$ cat src/rtl/hz_pkg.sv
package hz_pkg;

    typedef enum logic [1:0] {
        FWD_RF  = 2'b00,
        FWD_MEM = 2'b01,
        FWD_EX  = 2'b10
    } fwd_sel_e;

    typedef enum logic [2:0] {
        ST_RUN,
        ST_LU_BUBBLE,
        ST_MD_WAIT,
        ST_MD_WAIT_FL,
        ST_FLUSH_REPLAY
    } hz_state_e;

    localparam int unsigned NUM_OPERANDS = 2;

endpackage

$ cat src/rtl/hz_fwd_pick.sv
module hz_fwd_pick
    import hz_pkg::*;
#(
    parameter int unsigned AW = 5
) (
    input  logic [AW-1:0] src,
    input  logic [AW-1:0] ex_rd,
    input  logic          ex_we,
    input  logic [AW-1:0] mem_rd,
    input  logic          mem_we,
    input  logic          gate,
    output logic [1:0]    sel
);
    logic ex_hit;
    logic mem_hit;

    always_comb begin
        ex_hit  = ex_we  && (ex_rd  != '0) && (ex_rd  == src);
        mem_hit = mem_we && (mem_rd != '0) && (mem_rd == src);
    end

    always_comb begin
        sel = FWD_RF;
        if (!gate) begin
            if (ex_hit) begin
                sel = FWD_EX;
            end else if (mem_hit) begin
                sel = FWD_MEM;
            end
        end
    end

endmodule

$ cat src/rtl/hz_loaduse.sv
module hz_loaduse #(
    parameter int unsigned AW = 5
) (
    input  logic [AW-1:0] id_rs,
    input  logic [AW-1:0] id_rt,
    input  logic          id_use_rs,
    input  logic          id_use_rt,
    input  logic [AW-1:0] ex_rd,
    input  logic          ex_regwrite,
    input  logic          ex_memread,
    output logic          hit
);
    logic load_live;
    logic rs_dep;
    logic rt_dep;

    always_comb begin
        load_live = ex_memread && ex_regwrite && (ex_rd != '0);
        rs_dep    = id_use_rs && (id_rs == ex_rd);
        rt_dep    = id_use_rt && (id_rt == ex_rd);
        hit       = load_live && (rs_dep || rt_dep);
    end

endmodule

$ cat src/rtl/hz_md_fsm.sv
module hz_md_fsm
    import hz_pkg::*;
(
    input  logic clk,
    input  logic rst_n,
    input  logic lu_hit,
    input  logic md_start,
    input  logic md_done,
    input  logic br_flush_req,
    output logic stall,
    output logic ex_bubble,
    output logic md_capture,
    output logic flush
);
    hz_state_e state_q;
    hz_state_e state_d;

    always_ff @(posedge clk or negedge rst_n) begin
        if (!rst_n) begin
            state_q <= ST_RUN;
        end else begin
            state_q <= state_d;
        end
    end

    always_comb begin
        state_d = state_q;
        unique case (state_q)
            ST_RUN: begin
                if (md_start) begin
                    state_d = br_flush_req ? ST_MD_WAIT_FL : ST_MD_WAIT;
                end else if (lu_hit) begin
                    state_d = ST_LU_BUBBLE;
                end else begin
                    state_d = ST_RUN;
                end
            end
            ST_LU_BUBBLE: begin
                if (md_start) begin
                    state_d = br_flush_req ? ST_MD_WAIT_FL : ST_MD_WAIT;
                end else begin
                    state_d = ST_RUN;
                end
            end
            ST_MD_WAIT: begin
                if (md_done) begin
                    state_d = br_flush_req ? ST_FLUSH_REPLAY : ST_RUN;
                end else if (br_flush_req) begin
                    state_d = ST_MD_WAIT_FL;
                end else begin
                    state_d = ST_MD_WAIT;
                end
            end
            ST_MD_WAIT_FL: begin
                state_d = md_done ? ST_FLUSH_REPLAY : ST_MD_WAIT_FL;
            end
            ST_FLUSH_REPLAY: begin
                state_d = ST_RUN;
            end
            default: state_d = ST_RUN;
        endcase
    end

    always_comb begin
        stall      = 1'b0;
        ex_bubble  = 1'b0;
        md_capture = 1'b0;
        flush      = 1'b0;
        unique case (state_q)
            ST_RUN: begin
                stall      = lu_hit || md_start;
                ex_bubble  = lu_hit;
                md_capture = md_start;
                flush      = br_flush_req && !md_start;
            end
            ST_LU_BUBBLE: begin
                stall      = md_start;
                md_capture = md_start;
                flush      = br_flush_req && !md_start;
            end
            ST_MD_WAIT, ST_MD_WAIT_FL: begin
                stall = !md_done;
            end
            ST_FLUSH_REPLAY: begin
                flush = 1'b1;
            end
            default: begin
                stall = 1'b0;
            end
        endcase
    end

endmodule

$ cat src/rtl/hazard_ctrl.sv
module hazard_ctrl
    import hz_pkg::*;
#(
    parameter int unsigned AW = 5
) (
    input  logic          clk,
    input  logic          rst_n,
    input  logic [AW-1:0] id_rs,
    input  logic [AW-1:0] id_rt,
    input  logic          id_use_rs,
    input  logic          id_use_rt,
    input  logic [AW-1:0] ex_rd,
    input  logic          ex_regwrite,
    input  logic          ex_memread,
    input  logic [AW-1:0] mem_rd,
    input  logic          mem_regwrite,
    input  logic          md_start,
    input  logic          md_done,
    input  logic          br_flush_req,
    output logic [1:0]    fwd_a_sel,
    output logic [1:0]    fwd_b_sel,
    output logic          stall,
    output logic          ex_bubble,
    output logic          md_capture,
    output logic          flush
);
    logic          lu_hit;
    logic          stall_w;
    logic [AW-1:0] src_vec [NUM_OPERANDS];
    logic [1:0]    sel_vec [NUM_OPERANDS];

    assign src_vec[0] = id_rs;
    assign src_vec[1] = id_rt;

    hz_loaduse #(.AW(AW)) u_loaduse (
        .id_rs       (id_rs),
        .id_rt       (id_rt),
        .id_use_rs   (id_use_rs),
        .id_use_rt   (id_use_rt),
        .ex_rd       (ex_rd),
        .ex_regwrite (ex_regwrite),
        .ex_memread  (ex_memread),
        .hit         (lu_hit)
    );

    hz_md_fsm u_fsm (
        .clk          (clk),
        .rst_n        (rst_n),
        .lu_hit       (lu_hit),
        .md_start     (md_start),
        .md_done      (md_done),
        .br_flush_req (br_flush_req),
        .stall        (stall_w),
        .ex_bubble    (ex_bubble),
        .md_capture   (md_capture),
        .flush        (flush)
    );

    for (genvar g = 0; g < NUM_OPERANDS; g++) begin : g_fwd
        hz_fwd_pick #(.AW(AW)) u_pick (
            .src    (src_vec[g]),
            .ex_rd  (ex_rd),
            .ex_we  (ex_regwrite),
            .mem_rd (mem_rd),
            .mem_we (mem_regwrite),
            .gate   (stall_w),
            .sel    (sel_vec[g])
        );
    end

    assign fwd_a_sel = sel_vec[0];
    assign fwd_b_sel = sel_vec[1];
    assign stall     = stall_w;

endmodule

$ cat config.mk
export PLATFORM = sky130hd
export DESIGN_NAME = hazard_ctrl
export DESIGN_NICKNAME = d
export VERILOG_FILES = /design/src/rtl/hz_pkg.sv /design/src/rtl/hz_fwd_pick.sv /design/src/rtl/hz_loaduse.sv /design/src/rtl/hz_md_fsm.sv /design/src/rtl/hazard_ctrl.sv
export SDC_FILE = /design/constraint.sdc
export NUM_CORES = 1
export LEC_CHECK = 0
export ABC_CLOCK_PERIOD_IN_PS = 1800
export BUFFER_PORTS_ARGS = -buffer_cell sky130_fd_sc_hd__buf_2
export CAP_MARGIN = 40
export CORE_AREA = 2 2 39 41
export DETAILED_ROUTE_END_ITERATION = 10
export DIE_AREA = 0 0 41 43
export GPL_ROUTABILITY_DRIVEN = 0
export HOLD_SLACK_MARGIN = 0.12
export PLACE_DENSITY = 0.75
export SETUP_SLACK_MARGIN = 0.1
export SYNTH_ARGS = -nofsm -noshare
export SYNTH_HDL_FRONTEND = slang
export SYNTH_SLANG_ARGS = --single-unit
$ cat constraint.sdc
create_clock -name clk -period 1.8 [get_ports clk]
set_clock_uncertainty 0.2 [all_clocks]
set_input_delay 0 -clock clk [delete_from_list [all_inputs] [get_ports clk]]
set_output_delay 0 -clock clk [all_outputs]
set_load 0.005 [all_outputs]
==> results of run 1 <==
## final cells by class
cell class | instances | area (um2) | area share
repair buffers | 49 | 305 | 0.358
well taps | 16 | 20.0 | 0.0235
multi-input cells | 59 | 419 | 0.491
inverters | 2 | 7.51 | 0.00880
clock buffers | 4 | 26.3 | 0.0308
flip-flops and latches | 3 | 75.1 | 0.0880
## cells in the mapped netlist (2+ instances only)
master | number | share of area
nor2_1 | 6 | 0.047
a21oi_1 | 2 | 0.021
xnor2_1 | 16 | 0.29
nand3_1 | 3 | 0.031
nand2_1 | 4 | 0.031
nor3_1 | 3 | 0.031
nand4_1 | 2 | 0.026
xor2_1 | 4 | 0.073
nand2b_1 | 3 | 0.039
o21ai_0 | 2 | 0.021
nor3b_1 | 3 | 0.047
nor4_1 | 2 | 0.026
dfrtp_1 | 3 | 0.16
or4_1 | 3 | 0.047
## through the flow
| stage | setup TNS, ns | util | instance area [um2] |
|---|---|---|---|
| floorplan | 0 | - | 483 |
| global placement | -0.0628 | 0.524 | 726 |
| detailed placement | -0.0991 | 0.524 | 726 |
| CTS | -0.109 | 0.594 | 822 |
| global route | -0.216 | 0.617 | 853 |
| finish | -0.0511 | 0.617 | 853 |
## kinds of logic after synthesis
kind of cell / share of synthesized area
xor gates and xnor gates: 0.363
DFF: 0.155
and+or+nand+nor: 0.383
AOI/OAI and AO/OA: 0.0829
buffers and inverters: 0.0155
## power by group through the flow
stage               registers (mW)  logic (mW)  clock network (mW)
detailed placement          0.0961       0.177                   0
finish                      0.0963       0.199               0.120
global route                0.0985       0.221               0.131
CTS                         0.0954       0.190               0.125
floorplan                   0.0919      0.0937                   0
global placement            0.0955       0.174                   0
## worst reg2reg max path: cells and delay by family, from the launching register on
kind,cells,cell delay (ns)
flops,1,0.38
buf+inv,1,0.56
simple gates,1,0.08
compound gates,1,0.24
## repair_timing
item	CTS	global route
setup endpoints to repair	2	5
cloned	0	0
endpoints found under the hold margin	6	0
gates resized for setup	0	6
pin swaps	0	3
hold buffers	7	0
## routing by layer
metal,vias to the layer above,GRT usage,wire length [um]
li1,333,-,-
met1,298,0.160,535
met2,32,0.353,854
met3,6,0.0628,103
met4,0,0.0533,41
met5,-,0,0
## worst min-delay path by stage
stage	to	cells after the start	slack, ns	startpoint
final	u_fsm.state_q[0]	6	0.15	ex_regwrite
after floorplan	u_fsm.state_q[0]	0	-0.50	rst_n
after CTS	u_fsm.state_q[0]	6	0.15	ex_regwrite
after detailed placement	u_fsm.state_q[2]	1	-0.40	rst_n
after global placement	u_fsm.state_q[2]	1	-0.41	rst_n
after global routing	u_fsm.state_q[0]	6	0.20	ex_regwrite
==> impl_metrics.env, run 1 <==
export IMPL_coreArea_um2=1380
export IMPL_layout_common_cells="35 x buf_2, 16 x xnor2_1, 7 x dlygate4sd3_1"
export IMPL_worstMarginPinSlew_ns=0.282
export IMPL_ys_flop_type="dfrtp_1"
export IMPL_largest_register="u_fsm.state_q"
export IMPL_synthArstFlopShare=1.00
export IMPL_dpl_worst_slack_ns=-0.0516
export IMPL_dr_pass1_iters=4
export IMPL_violations="negative setup slack"
export IMPL_cp_depth=7
export IMPL_clk_pin_slew_ns=0.04
export IMPL_largest_reg_flops=3
export IMPL_layout_worst_path_cycle_share=1.03
export IMPL_ant_nets=0
export IMPL_slowest_stage="or4_4"
export IMPL_cts_tree="yes"
export IMPL_synth_edff_count=0
export IMPL_dieHeight_um=43
export IMPL_crit_family="simple AND/OR/NAND/NOR gates"
export IMPL_crit_path_end_kind="output pin"
export IMPL_p_per_area_nw_per_um2=486
export IMPL_clk_latency_ns=0.24
export IMPL_p_seq_frac=0.232
export IMPL_cts_buffers=3
export IMPL_worst_path_buf_inv=2
export IMPL_r2r_cells=3
export IMPL_min_path_type="input pin to register"
export IMPL_cp_startpoint="ex_rd[0]"
export IMPL_syn_area_per_cell_um2=7.55
export IMPL_r2r_setup_slack_ns=0.23
export IMPL_p_leak_nw=0.400
export IMPL_switching_share=0.342
export IMPL_syn2layout_area_growth_pct=76.7
export IMPL_fin_crit_ns=1.85
export IMPL_dpl_hpwl_mm=1.25
export IMPL_power_switching_uw=142
export IMPL_cp_endpoint="fwd_a_sel[0]"
export IMPL_drive_above_1_share=0.444
export IMPL_path_cells="buf_6 -> or4_4 -> nor2_4 -> nor3_1 -> or4_1 -> nor4_1 -> buf_2"
export IMPL_final_cell_count_no_fill=133
export IMPL_antenna_cells=0
export IMPL_antenna_found_initial=0
export IMPL_setup_viol_count_final=1
export IMPL_cts_sinks=3
export IMPL_fin_nets=148
export IMPL_reg_top3="u_fsm.state_q x3"
export IMPL_track_usage=0.183
export IMPL_start_util=0.349
export IMPL_drtIter0Drc=2
export IMPL_pwr_share_comb=0.479
export IMPL_rr_startpoint="u_fsm.state_q[0]"
export IMPL_post_drt_wl_per_cell_um=11.5
export IMPL_p_clk_frac=0.288
export IMPL_hold_viol=0
export IMPL_worstPathRequired_ns=1.60
export IMPL_place_inst=122
export IMPL_max_vdd_ir_drop_v=0.000232
export IMPL_yosys_warnings=0
export IMPL_dieArea_um2=1760
export IMPL_status="finished with violations"
export IMPL_drc_errors=0
export IMPL_hold_ws_ns=0.155
export IMPL_worst_setup_path_type="input pin to output pin"
export IMPL_synth_cell_types=22
export IMPL_worst_slack_ns=-0.0511
export IMPL_p_int_uw=273
export IMPL_fmax_ghz=0.540
export IMPL_netlist_instances=64
export IMPL_arrival_ns=1.65
export IMPL_grt_pass1_wl_mm=2.24
export IMPL_synth_fp_nets=94
export IMPL_rows=14
export IMPL_power_uw=415
export IMPL_die_width_um=41
export IMPL_critPathMaxStageDelay_ns=0.54
export IMPL_fillers=135
export IMPL_slew_headroom=0.812
export IMPL_cts_htree_levels=1
export IMPL_regToRegEndpoint="u_fsm.state_q[2]"
export IMPL_cp_max_fo=3
export IMPL_vias_per_cell=5.03
export IMPL_io_buffers=37
export IMPL_grt_ovfl_total=0
export IMPL_ys_ff_latch=3
export IMPL_wl_mm=1.53
export IMPL_critPathLaunchType="input pin"
export IMPL_rsz0062_at_grt="true"
export IMPL_grt_pass1_vias=630
export IMPL_yosysSeqAreaShare=0.155
export IMPL_max_cap_violations=0
export IMPL_cts_max_path_buffers=2
export IMPL_clockRootBuffer="clkbuf_4"
export IMPL_via_count=669
export IMPL_final_common_cell="buf_2"
export IMPL_ios=38
export IMPL_post_cts_buffers=0
export IMPL_grt_max_degree=8
export IMPL_netlist_area_um2=483
export IMPL_drv_slew=0
(Power assumes the default switching activity.)
==> run 2, diff against run 1 <==
==> constraint.sdc (replaced) <==
create_clock -name clk -period 1.8 [get_ports clk]
set_clock_uncertainty 0.2 [all_clocks]
set_input_delay 0.09 -clock clk [delete_from_list [all_inputs] [get_ports clk]]
set_output_delay 0.09 -clock clk [all_outputs]
set_load 0.005 [all_outputs]
==> impl_metrics.env, run 2 (same netlist as run 1, synthesis figures left out) <==
export IMPL_status="finished with violations"
export IMPL_violations="negative setup slack"
export IMPL_cts_htree_levels=1
export IMPL_fin_nets=153
export IMPL_vias_per_cell=4.96
export IMPL_drc_errors=0
export IMPL_fmax_ghz=0.496
export IMPL_hold_ws_ns=0.129
export IMPL_grt_pass1_wl_mm=2.46
export IMPL_cts_sinks=3
export IMPL_worst_setup_path_type="input pin to output pin"
export IMPL_setup_viol_count_final=4
export IMPL_max_vdd_ir_drop_v=0.000204
export IMPL_cts_buffers=3
export IMPL_grt_pass1_vias=661
export IMPL_rows=14
export IMPL_dpl_worst_slack_ns=-0.255
export IMPL_critPathLaunchType="input pin"
export IMPL_io_buffers=37
export IMPL_worstPathRequired_ns=1.51
export IMPL_via_count=684
export IMPL_worstMarginPinSlew_ns=0.364
export IMPL_fin_crit_ns=2.02
export IMPL_layout_worst_path_cycle_share=1.12
export IMPL_reg_top3="u_fsm.state_q x3"
export IMPL_worst_slack_ns=-0.217
export IMPL_largest_register="u_fsm.state_q"
export IMPL_antenna_found_initial=0
export IMPL_multi_input_area_um2=444
export IMPL_die_width_um=41
export IMPL_p_leak_nw=0.433
export IMPL_antenna_cells=0
export IMPL_final_common_cell="buf_2"
export IMPL_layout_common_cells="35 x buf_2, 16 x xnor2_1, 10 x buf_4"
export IMPL_ant_nets=0
export IMPL_fillers=136
export IMPL_drv_slew=0
export IMPL_grt_ovfl_total=0
export IMPL_dpl_hpwl_mm=1.26
export IMPL_p_per_area_nw_per_um2=466
export IMPL_slew_headroom=0.755
export IMPL_wl_mm=1.58
export IMPL_dieArea_um2=1760
export IMPL_clockRootBuffer="clkbuf_4"
export IMPL_place_inst=124
export IMPL_syn2layout_area_growth_pct=89.9
export IMPL_clk_pin_slew_ns=0.04
export IMPL_final_cell_count_no_fill=138
export IMPL_largest_reg_flops=3
export IMPL_ios=38
export IMPL_cp_max_fo=3
export IMPL_max_cap_violations=0
export IMPL_clk_latency_ns=0.23
export IMPL_post_drt_wl_per_cell_um=11.4
export IMPL_grt_max_degree=8
export IMPL_start_util=0.349
export IMPL_drtIter0Drc=3
export IMPL_drive_above_1_share=0.516
export IMPL_rsz0062_at_grt="true"
export IMPL_track_usage=0.196
export IMPL_min_path_type="input pin to register"
export IMPL_dr_pass1_iters=3
export IMPL_coreArea_um2=1380
export IMPL_crit_path_end_kind="output pin"
export IMPL_cts_tree="yes"
export IMPL_cts_max_path_buffers=2
export IMPL_register_area_um2=75.1
export IMPL_dieHeight_um=43
export IMPL_arrival_ns=1.73
export IMPL_post_route_util=0.663
export IMPL_hold_viol=0
## run 2: cell count changes in the layout (fill, tap and decap cells not counted)
cell	change
o21ai_1	-1
a21oi_1	+1
buf_6	+1
nor4_1	-2
buf_4	+5
dlygate4sd3_1	-1
a21oi_2	-1
nor3b_1	-1
nor3b_2	+1
or4_1	-2
o21ai_2	+1
or4_4	+2
nor4_2	+2
## run 2: per-layer routing
| metal | track usage | share of wire | up-vias | wire [um] |
|---|---|---|---|---|
| met5 | 0 | 0 | - | 0 |
| met4 | 0.0600 | 0 | 0 | 0 |
| met3 | 0.0157 | 0.058 | 0 | 91 |
| met2 | 0.391 | 0.58 | 27 | 912 |
| met1 | 0.188 | 0.36 | 314 | 575 |
| li1 | - | - | 343 | - |
## run 2: final timing paths
| path | startpoint | to | slack [ns] | depth (start not counted) |
|---|---|---|---|---|
| hold / removal | md_done | u_fsm.state_q[1] | 0.13 | 4 |
| hold reg to reg | u_fsm.state_q[2] | u_fsm.state_q[0] | 0.43 | 1 |
| min in group asynchronous | rst_n | u_fsm.state_q[0] | 0.53 | 3 |
| max in group asynchronous | rst_n | u_fsm.state_q[2] | 0.73 | 3 |
| setup reg to reg | u_fsm.state_q[1] | u_fsm.state_q[0] | 0.14 | 8 |
| setup / recovery | ex_rd[0] | fwd_a_sel[0] | -0.22 | 7 |
## run 2: what timing repair did
item / 4_1_cts / 5_1_grt
setup endpoints to repair: 5 / 6
hold buffers: 6 / 1
pin swaps: 1 / 2
endpoints found under the hold margin: 6 / 1
setup buffers: 2 / 2
gates resized for setup: 5 / 5
## run 2: critical path, stage by stage
cell    delay, ns
buf_6        0.09
or4_4        0.54
nor2_4       0.12
nor3_1       0.09
or4_4        0.52
nor4_2       0.13
buf_2        0.15
## run 2: stage by stage
step | TNS (ns) | cell area [um2] | power (mW)
floorplan | 0 | 495 | 0.189
global placement | -0.500 | 753 | 0.281
finish | -0.532 | 917 | 0.428
CTS | -0.431 | 880 | 0.427
detailed placement | -0.531 | 753 | 0.286
global route | -0.771 | 917 | 0.463
## run 2: area by class of cell
cell class,instances,share of cell area
repair buffers,54,0.375
well taps,16,0.0218
inverters,2,0.00819
flip-flops and latches,3,0.0819
multi-input cells,59,0.484
clock buffers,4,0.0286
## run 2: report_power, final
group	total (mW)	switching [mW]	internal (mW)
clock network	0.116	0.0334	0.0830
registers	0.0961	0.0155	0.0806
logic	0.215	0.0967	0.118
